$ cat src/rtl/ebs_pkg.sv
package ebs_pkg;
    typedef enum logic [1:0] {
        ST_IDLE  = 2'd0,
        ST_WRITE = 2'd1,
        ST_READ  = 2'd2,
        ST_FETCH = 2'd3
    } bus_state_e;
endpackage

$ cat src/rtl/ebs_wait_sel.sv
// Picks the wait-state field for one access from the packed wait word.
module ebs_wait_sel #(
    parameter int WSW = 3
) (
    input  logic [4*WSW-1:0] wsr,
    input  logic             is_prog,
    input  logic             is_io,
    input  logic             addr_hi,
    output logic [WSW-1:0]   ws
);
    localparam int NFLD = 4;

    logic [WSW-1:0] fld [NFLD];

    for (genvar g = 0; g < NFLD; g++) begin : g_fld
        assign fld[g] = wsr[g*WSW +: WSW];
    end

    always_comb begin
        if (is_prog)    ws = addr_hi ? fld[1] : fld[0];
        else if (is_io) ws = fld[3];
        else            ws = fld[2];
    end
endmodule

$ cat src/rtl/ebs_glob_dec.sv
// Global / local decode for the upper half of data space.
module ebs_glob_dec #(
    parameter int AW   = 16,
    parameter int NBLK = 8
) (
    input  logic [NBLK-1:0] gmap,
    input  logic [AW-1:0]   addr,
    input  logic            data_sp,
    output logic            glob
);
    localparam int BLKB = $clog2(NBLK);
    localparam int CNTW = $clog2(NBLK + 1);

    logic [CNTW-1:0] lead;
    logic [BLKB-1:0] blk;
    logic [CNTW-1:0] from_top;

    always_comb begin
        logic run;
        run  = 1'b1;
        lead = '0;
        for (int i = NBLK - 1; i >= 0; i--) begin
            if (run && gmap[i]) lead = lead + 1'b1;
            else                run  = 1'b0;
        end
    end

    assign blk      = addr[AW-2 -: BLKB];
    assign from_top = CNTW'(NBLK - 1) - CNTW'(blk);
    assign glob     = data_sp && addr[AW-1] && (from_top < lead);
endmodule

$ cat src/rtl/ext_bus_seq.sv
module ext_bus_seq
    import ebs_pkg::*;
#(
    parameter int AW   = 16,
    parameter int DW   = 16,
    parameter int WSW  = 3,
    parameter int NBLK = 8
) (
    input  logic              clk,
    input  logic              rst_n,
    input  logic              wsr_we,
    input  logic [4*WSW-1:0]  wsr_wdata,
    input  logic              gmap_we,
    input  logic [NBLK-1:0]   gmap_wdata,
    input  logic              wr_req,
    input  logic              wr_io,
    input  logic [AW-1:0]     wr_addr,
    input  logic [DW-1:0]     wr_data,
    input  logic              rd_req,
    input  logic              rd_io,
    input  logic [AW-1:0]     rd_addr,
    input  logic              pf_req,
    input  logic [AW-1:0]     pf_addr,
    input  logic [DW-1:0]     ext_rdata,
    output logic              seq_idle,
    output logic [AW-1:0]     ext_addr,
    output logic [DW-1:0]     ext_wdata,
    output logic              ext_we,
    output logic              ps_n,
    output logic              ds_n,
    output logic              is_n,
    output logic              br_n,
    output logic              wr_done,
    output logic              rd_done,
    output logic [DW-1:0]     rd_data,
    output logic              pf_done,
    output logic [DW-1:0]     pf_data
);
    localparam int WSRW = 4 * WSW;

    bus_state_e state_q, state_d;
    logic [WSW-1:0]  cnt_q, ws_nxt;
    logic [WSRW-1:0] wsr_q;
    logic [NBLK-1:0] gmap_q;
    logic            wr_p, rd_p, pf_p, wr_io_q, rd_io_q;
    logic [AW-1:0]   wr_addr_q, rd_addr_q, pf_addr_q, nx_addr;
    logic [DW-1:0]   wr_data_q;
    logic            nx_io, last_cyc, in_idle, data_sp, glob;

    assign in_idle  = (state_q == ST_IDLE);
    assign last_cyc = !in_idle && (cnt_q == '0);

    // Configuration words
    always_ff @(posedge clk or negedge rst_n) begin
        if (!rst_n) begin
            wsr_q  <= '1;
            gmap_q <= '0;
        end else begin
            if (wsr_we)  wsr_q  <= wsr_wdata;
            if (gmap_we) gmap_q <= gmap_wdata;
        end
    end

    // Next-state logic
    always_comb begin
        state_d = state_q;
        unique case (state_q)
            ST_IDLE: begin
                if (wr_req)      state_d = ST_WRITE;
                else if (rd_req) state_d = ST_READ;
                else if (pf_req) state_d = ST_FETCH;
            end
            ST_WRITE: if (last_cyc) state_d = rd_p ? ST_READ : (pf_p ? ST_FETCH : ST_IDLE);
            ST_READ:  if (last_cyc) state_d = pf_p ? ST_FETCH : ST_IDLE;
            ST_FETCH: if (last_cyc) state_d = ST_IDLE;
            default:  state_d = ST_IDLE;
        endcase
    end

    // Address and space of the access about to start
    always_comb begin
        nx_addr = '0;
        nx_io   = 1'b0;
        unique case (state_d)
            ST_WRITE: begin
                nx_addr = in_idle ? wr_addr : wr_addr_q;
                nx_io   = in_idle ? wr_io   : wr_io_q;
            end
            ST_READ: begin
                nx_addr = in_idle ? rd_addr : rd_addr_q;
                nx_io   = in_idle ? rd_io   : rd_io_q;
            end
            ST_FETCH: nx_addr = in_idle ? pf_addr : pf_addr_q;
            default: ;
        endcase
    end

    ebs_wait_sel #(.WSW(WSW)) i_wait_sel (
        .wsr     (wsr_q),
        .is_prog (state_d == ST_FETCH),
        .is_io   (nx_io),
        .addr_hi (nx_addr[AW-1]),
        .ws      (ws_nxt)
    );

    // State register, wait counter, request latches
    always_ff @(posedge clk or negedge rst_n) begin
        if (!rst_n) begin
            state_q   <= ST_IDLE;
            cnt_q     <= '0;
            wr_p      <= 1'b0;
            rd_p      <= 1'b0;
            pf_p      <= 1'b0;
            wr_io_q   <= 1'b0;
            rd_io_q   <= 1'b0;
            wr_addr_q <= '0;
            rd_addr_q <= '0;
            pf_addr_q <= '0;
            wr_data_q <= '0;
        end else begin
            state_q <= state_d;
            if (state_d != ST_IDLE && (in_idle || last_cyc)) cnt_q <= ws_nxt;
            else if (cnt_q != '0)                             cnt_q <= cnt_q - 1'b1;
            if (in_idle) begin
                wr_p      <= wr_req;
                rd_p      <= rd_req;
                pf_p      <= pf_req;
                wr_io_q   <= wr_io;
                rd_io_q   <= rd_io;
                wr_addr_q <= wr_addr;
                rd_addr_q <= rd_addr;
                pf_addr_q <= pf_addr;
                wr_data_q <= wr_data;
            end else if (last_cyc) begin
                if (state_q == ST_WRITE) wr_p <= 1'b0;
                if (state_q == ST_READ)  rd_p <= 1'b0;
                if (state_q == ST_FETCH) pf_p <= 1'b0;
            end
        end
    end

    // Completion pulses and captured data
    always_ff @(posedge clk or negedge rst_n) begin
        if (!rst_n) begin
            wr_done <= 1'b0;
            rd_done <= 1'b0;
            pf_done <= 1'b0;
            rd_data <= '0;
            pf_data <= '0;
        end else begin
            wr_done <= last_cyc && (state_q == ST_WRITE);
            rd_done <= last_cyc && (state_q == ST_READ);
            pf_done <= last_cyc && (state_q == ST_FETCH);
            if (last_cyc && state_q == ST_READ)  rd_data <= ext_rdata;
            if (last_cyc && state_q == ST_FETCH) pf_data <= ext_rdata;
        end
    end

    assign data_sp = (state_q == ST_WRITE && !wr_io_q) || (state_q == ST_READ && !rd_io_q);

    ebs_glob_dec #(.AW(AW), .NBLK(NBLK)) i_glob_dec (
        .gmap    (gmap_q),
        .addr    (ext_addr),
        .data_sp (data_sp),
        .glob    (glob)
    );

    // Bus outputs from the current state
    always_comb begin
        seq_idle  = in_idle;
        ext_addr  = '0;
        ext_wdata = wr_data_q;
        ext_we    = 1'b0;
        ps_n      = 1'b1;
        ds_n      = 1'b1;
        is_n      = 1'b1;
        unique case (state_q)
            ST_WRITE: begin
                ext_addr = wr_addr_q;
                ext_we   = 1'b1;
                ds_n     = wr_io_q;
                is_n     = !wr_io_q;
            end
            ST_READ: begin
                ext_addr = rd_addr_q;
                ds_n     = rd_io_q;
                is_n     = !rd_io_q;
            end
            ST_FETCH: begin
                ext_addr = pf_addr_q;
                ps_n     = 1'b0;
            end
            default: ;
        endcase
        br_n = !glob;
    end


    one_strobe_chk: assert property (@(posedge clk) disable iff (!rst_n)
        $countones({ps_n, ds_n, is_n}) == (seq_idle ? 3 : 2));


    order_chk: assert property (@(posedge clk) disable iff (!rst_n)
        (state_q == ST_READ) |-> !wr_p);


    fetch_last_chk: assert property (@(posedge clk) disable iff (!rst_n)
        (state_q == ST_FETCH) |-> (!wr_p && !rd_p));


    wait_count_chk: assert property (@(posedge clk) disable iff (!rst_n)
        (!in_idle && cnt_q != '0) |=> (state_q == $past(state_q) && cnt_q == $past(cnt_q) - 1'b1));


    addr_stable_chk: assert property (@(posedge clk) disable iff (!rst_n)
        (!in_idle && cnt_q != '0) |=> $stable(ext_addr));


    done_onehot_chk: assert property (@(posedge clk) disable iff (!rst_n)
        $onehot0({wr_done, rd_done, pf_done}));


    rd_capture_chk: assert property (@(posedge clk) disable iff (!rst_n)
        (last_cyc && state_q == ST_READ) |=> (rd_done && rd_data == $past(ext_rdata)));


    br_space_chk: assert property (@(posedge clk) disable iff (!rst_n)
        (!ps_n || !is_n || seq_idle) |-> br_n);


    back_to_back_chk: assert property (@(posedge clk) disable iff (!rst_n)
        (last_cyc && state_q == ST_WRITE && rd_p) |=> (state_q == ST_READ));
endmodule

$ cat config.mk
export PLATFORM = sky130hd
export DESIGN_NAME = ext_bus_seq
export DESIGN_NICKNAME = d
export VERILOG_FILES = /design/src/rtl/ebs_pkg.sv /design/src/rtl/ebs_wait_sel.sv /design/src/rtl/ebs_glob_dec.sv /design/src/rtl/ext_bus_seq.sv
export SDC_FILE = /design/constraint.sdc
export NUM_CORES = 1
export LEC_CHECK = 0
export CAP_MARGIN = 20
export CORE_MARGIN = 5
export CORE_UTILIZATION = 60
export CTS_CLUSTER_SIZE = 14
export DETAILED_ROUTE_END_ITERATION = 6
export DONT_BUFFER_PORTS = 1
export PLACE_DENSITY = 0.76
export SETUP_SLACK_MARGIN = 0.02
export SLEW_MARGIN = 20
export SYNTH_ARGS = -nofsm -noshare
export SYNTH_HDL_FRONTEND = slang
export SYNTH_SLANG_ARGS = --single-unit
$ cat constraint.sdc
create_clock -name clk -period 4.7 [get_ports clk]
set_clock_uncertainty 0.2 [all_clocks]
set_input_delay 0.47 -clock clk [delete_from_list [all_inputs] [get_ports clk]]
set_output_delay 0.47 -clock clk [all_outputs]
set_load 0.01 [all_outputs]
==> impl_metrics.json <==
{
  "post-route-cell-area_um2": 8065,
  "dieArea_um2": 12070,
  "worstSkewPairLatency_ns": 0.51,
  "rows": 36,
  "clkTransAtPathRegs_ns": 0.06,
  "intPower_mw": 3.351,
  "dpl_cell_area_um2": 6086,
  "nets": 730,
  "path_max_fanout": 4,
  "fmax_ghz": 0.1983,
  "critical_path.slowest_cell": "dfrtp_1",
  "tns_ns": -0.3435,
  "path_cells": "and2_4, buf_4, ha_1, nand2_1, o21ai_0, ha_1, mux2_2, ha_1, mux2i_1, a211oi_2, a21oi_1, a21oi_1, o21ai_1, ha_1, nand2_1, o311a_1, nor3_2, buf_4",
  "hold_viol_final": 0,
  "final_common_cell": "dlygate4sd3_1",
  "worstPathArrival_ns": 4.37,
  "wire_per_inst_um": 21.88,
  "synth_top_area_share_pct": 48.52,
  "pin_count": 182,
  "vias": 4458,
  "root_buffer": "clkbuf_8",
  "die_y_um": 109.9,
  "clock-sinks": 128,
  "fin_ws_ns": -0.3435,
  "io_buffers": 0,
  "antenna_found_initial": 1,
  "grt_overflow": 0,
  "final_layout_size_suffix_gt1_share_pct": 31.01,
  "syn_to_final_growth_pct": 34.80,
  "synth_edf_count": 0,
  "grt_pass1_vias": 4845,
  "yosysWarnings": 0,
  "hold_slack_ns": 0.1020,
  "p_leak_nw": 3.409,
  "place_congestion": 0.8706,
  "dp_slack_ns": -0.1227,
  "track_usage_pct": 27.88,
  "setup_viol": 1,
  "fp.dieW_um": 109.9,
  "drcViolationCount": 0,
  "drtIter0Drc": 354,
  "start_kind": "flop",
  "async_flop_share_pct": 100.0,
  "slew_headroom_pct": 41.86,
  "status": "finished with violations",
  "slew_viol_final": 0,
  "period_minus_slack_ns": 5.043,
  "ys.flop_type": "dfrtp_1",
  "pwr-share-clk_pct": 26.8,
  "first_pass_iters": 5,
  "crit_type": "flop to output pin",
  "cp.required_ns": 4.03,
  "timing.final.crit_share_pct": 107.3,
  "synth_cells": 476,
  "final_cells": 750,
  "violations": "negative setup slack",
  "syn_area_per_cell_um2": 12.57,
  "synthTopCellsByArea": "dfrtp_1, mux2_2, dfstp_2, ha_1, a222oi_1",
  "layout_common_cells": "dlygate4sd3_1, dfrtp_1, mux2_2",
  "synth_area_um2": 5983,
  "cts_tree": "done",
  "topRoutingLayerUsed": "met4",
  "wirelength_um": 16410,
  "p_sw_share_pct": 34.91,
  "grt_pass1_wl_um": 25340,
  "core_region_area_um2": 9729,
  "path_common_cell": "ha_1",
  "tightest_slew_ns": 0.8721,
  "numCtsBuffers": 17,
  "h-tree-depth": 4,
  "vdd_drop_max_mv": 0.4144,
  "slowest_delay_ns": 0.45,
  "yosys_register_bits": 128,
  "clockBufferDepth": 2,
  "p_seq_share_pct": 39.5,
  "wl_met3_um": 1483,
  "drv_cap": 0,
  "grt_max_degree": 129,
  "initial_core_util_pct": 61.50,
  "powerDensity_nw_per_um2": 638.2,
  "wl_met2_um": 8581,
  "rsz0062_at_grt": "yes",
  "hpwl_um": 9128,
  "yosysTopAreaCell": "dfrtp_1",
  "synth_nets": 603,
  "endpoint_kind": "output pin",
  "p_comb_share_pct": 33.7,
  "avgViaCountPerCell": 5.944,
  "power_mw": 5.148,
  "drtAntennaViolNets": 0,
  "ys_seq_area_share_pct": 53.79,
  "met1_length_um": 6044,
  "netSwitchingPower_mw": 1.797,
  "hold_path.class": "input pin to flop",
  "final_core_util_pct": 82.90,
  "ys_types": 51,
  "place_inst": 590
}
## what timing repair did
action,in CTS,in global routing
hold buffers,120,0
buffers inserted,6,1
resized for setup,14,6
endpoints found under the hold margin,249,0
pin swaps,15,4
setup endpoints to repair,1,1
## critical path: cells and delay by family (launching register included)
kind / cells / cell delay (ns)
adder cells (fa/ha/maj): 4 / 1.20
buffers and inverters: 2 / 0.29
flip-flops: 1 / 0.45
AO/OA/AOI/OAI: 6 / 1.13
AND/OR/NAND/NOR: 4 / 0.46
multiplexers: 2 / 0.35
## logic make-up (layout without fill, tap and decap cells)
| logic type | Yosys count | after routing | share of synthesized area (%) |
|---|---|---|---|
| compound gates | 68 | 68 | 8.762 |
| xor+xnor | 2 | 2 | 0.2928 |
| fa+ha+maj | 18 | 18 | 3.764 |
| buf+inv | 46 | 186 | 3.408 |
| flops | 128 | 128 | 53.78 |
| mux | 119 | 119 | 22.33 |
| other cells | 0 | 1 | 0 |
| simple gates | 95 | 95 | 7.654 |
## power by group through the flow
| stage | Combinational (mW) | Clock [mW] | Sequential (mW) |
|---|---|---|---|
| after floorplan | 1.30 | 0 | 1.91 |
| after global placement | 1.48 | 0 | 2.00 |
| after detailed placement | 1.54 | 0 | 2.01 |
| after CTS | 1.68 | 1.39 | 2.01 |
| after global routing | 1.89 | 1.45 | 2.09 |
| final | 1.73 | 1.38 | 2.03 |
## layout make-up
class | instances | area [µm²]
timing repair buffer | 134 | 1328
tap | 133 | 166.4
antenna | 1 | 2.502
clock inverter | 12 | 182.7
fill | 514 | 1664
inverter | 20 | 75.07
multi-input combinational | 302 | 2648
sequential | 128 | 3218
clock buffer | 20 | 445.4
## synthesized netlist by cell type (all sizes together), types with 2 or more instances
cell,instances
a211oi,3
nor2b,9
dfstp,12
a22oi,3
nand2,25
a41oi,2
clkbuf,14
nand2b,5
buf,12
o21ai,19
a2111oi,2
or3,3
a222oi,15
o211ai,2
nor2,29
nor3,7
ha,18
o21a,3
nand3,6
a21oi,7
inv,20
and3,3
mux2i,6
dfrtp,116
mux2,113
a31oi,3
and2,2
## per-layer routing
layer,global-route usage (%),vias up
met4,9.172,0
met3,9.982,31
met2,49.74,207
li1,-,1979
met1,30.75,2241
met5,0,-
## final timing paths
check	from	endpoint	slack [ns]	cells after the start
max	gmap_q[6]	br_n	-0.34	18
min	wr_req	state_q[0]	0.10	2
max reg2reg	state_q[0]	cnt_q[0]	0.76	10
min reg2reg	flop	flop	0.31	1
max in group asynchronous	rst_n	gmap_q[4]	3.33	2
min in group asynchronous	rst_n	asynchronous set/reset pin	0.46	2
(Power assumes the default switching activity.)
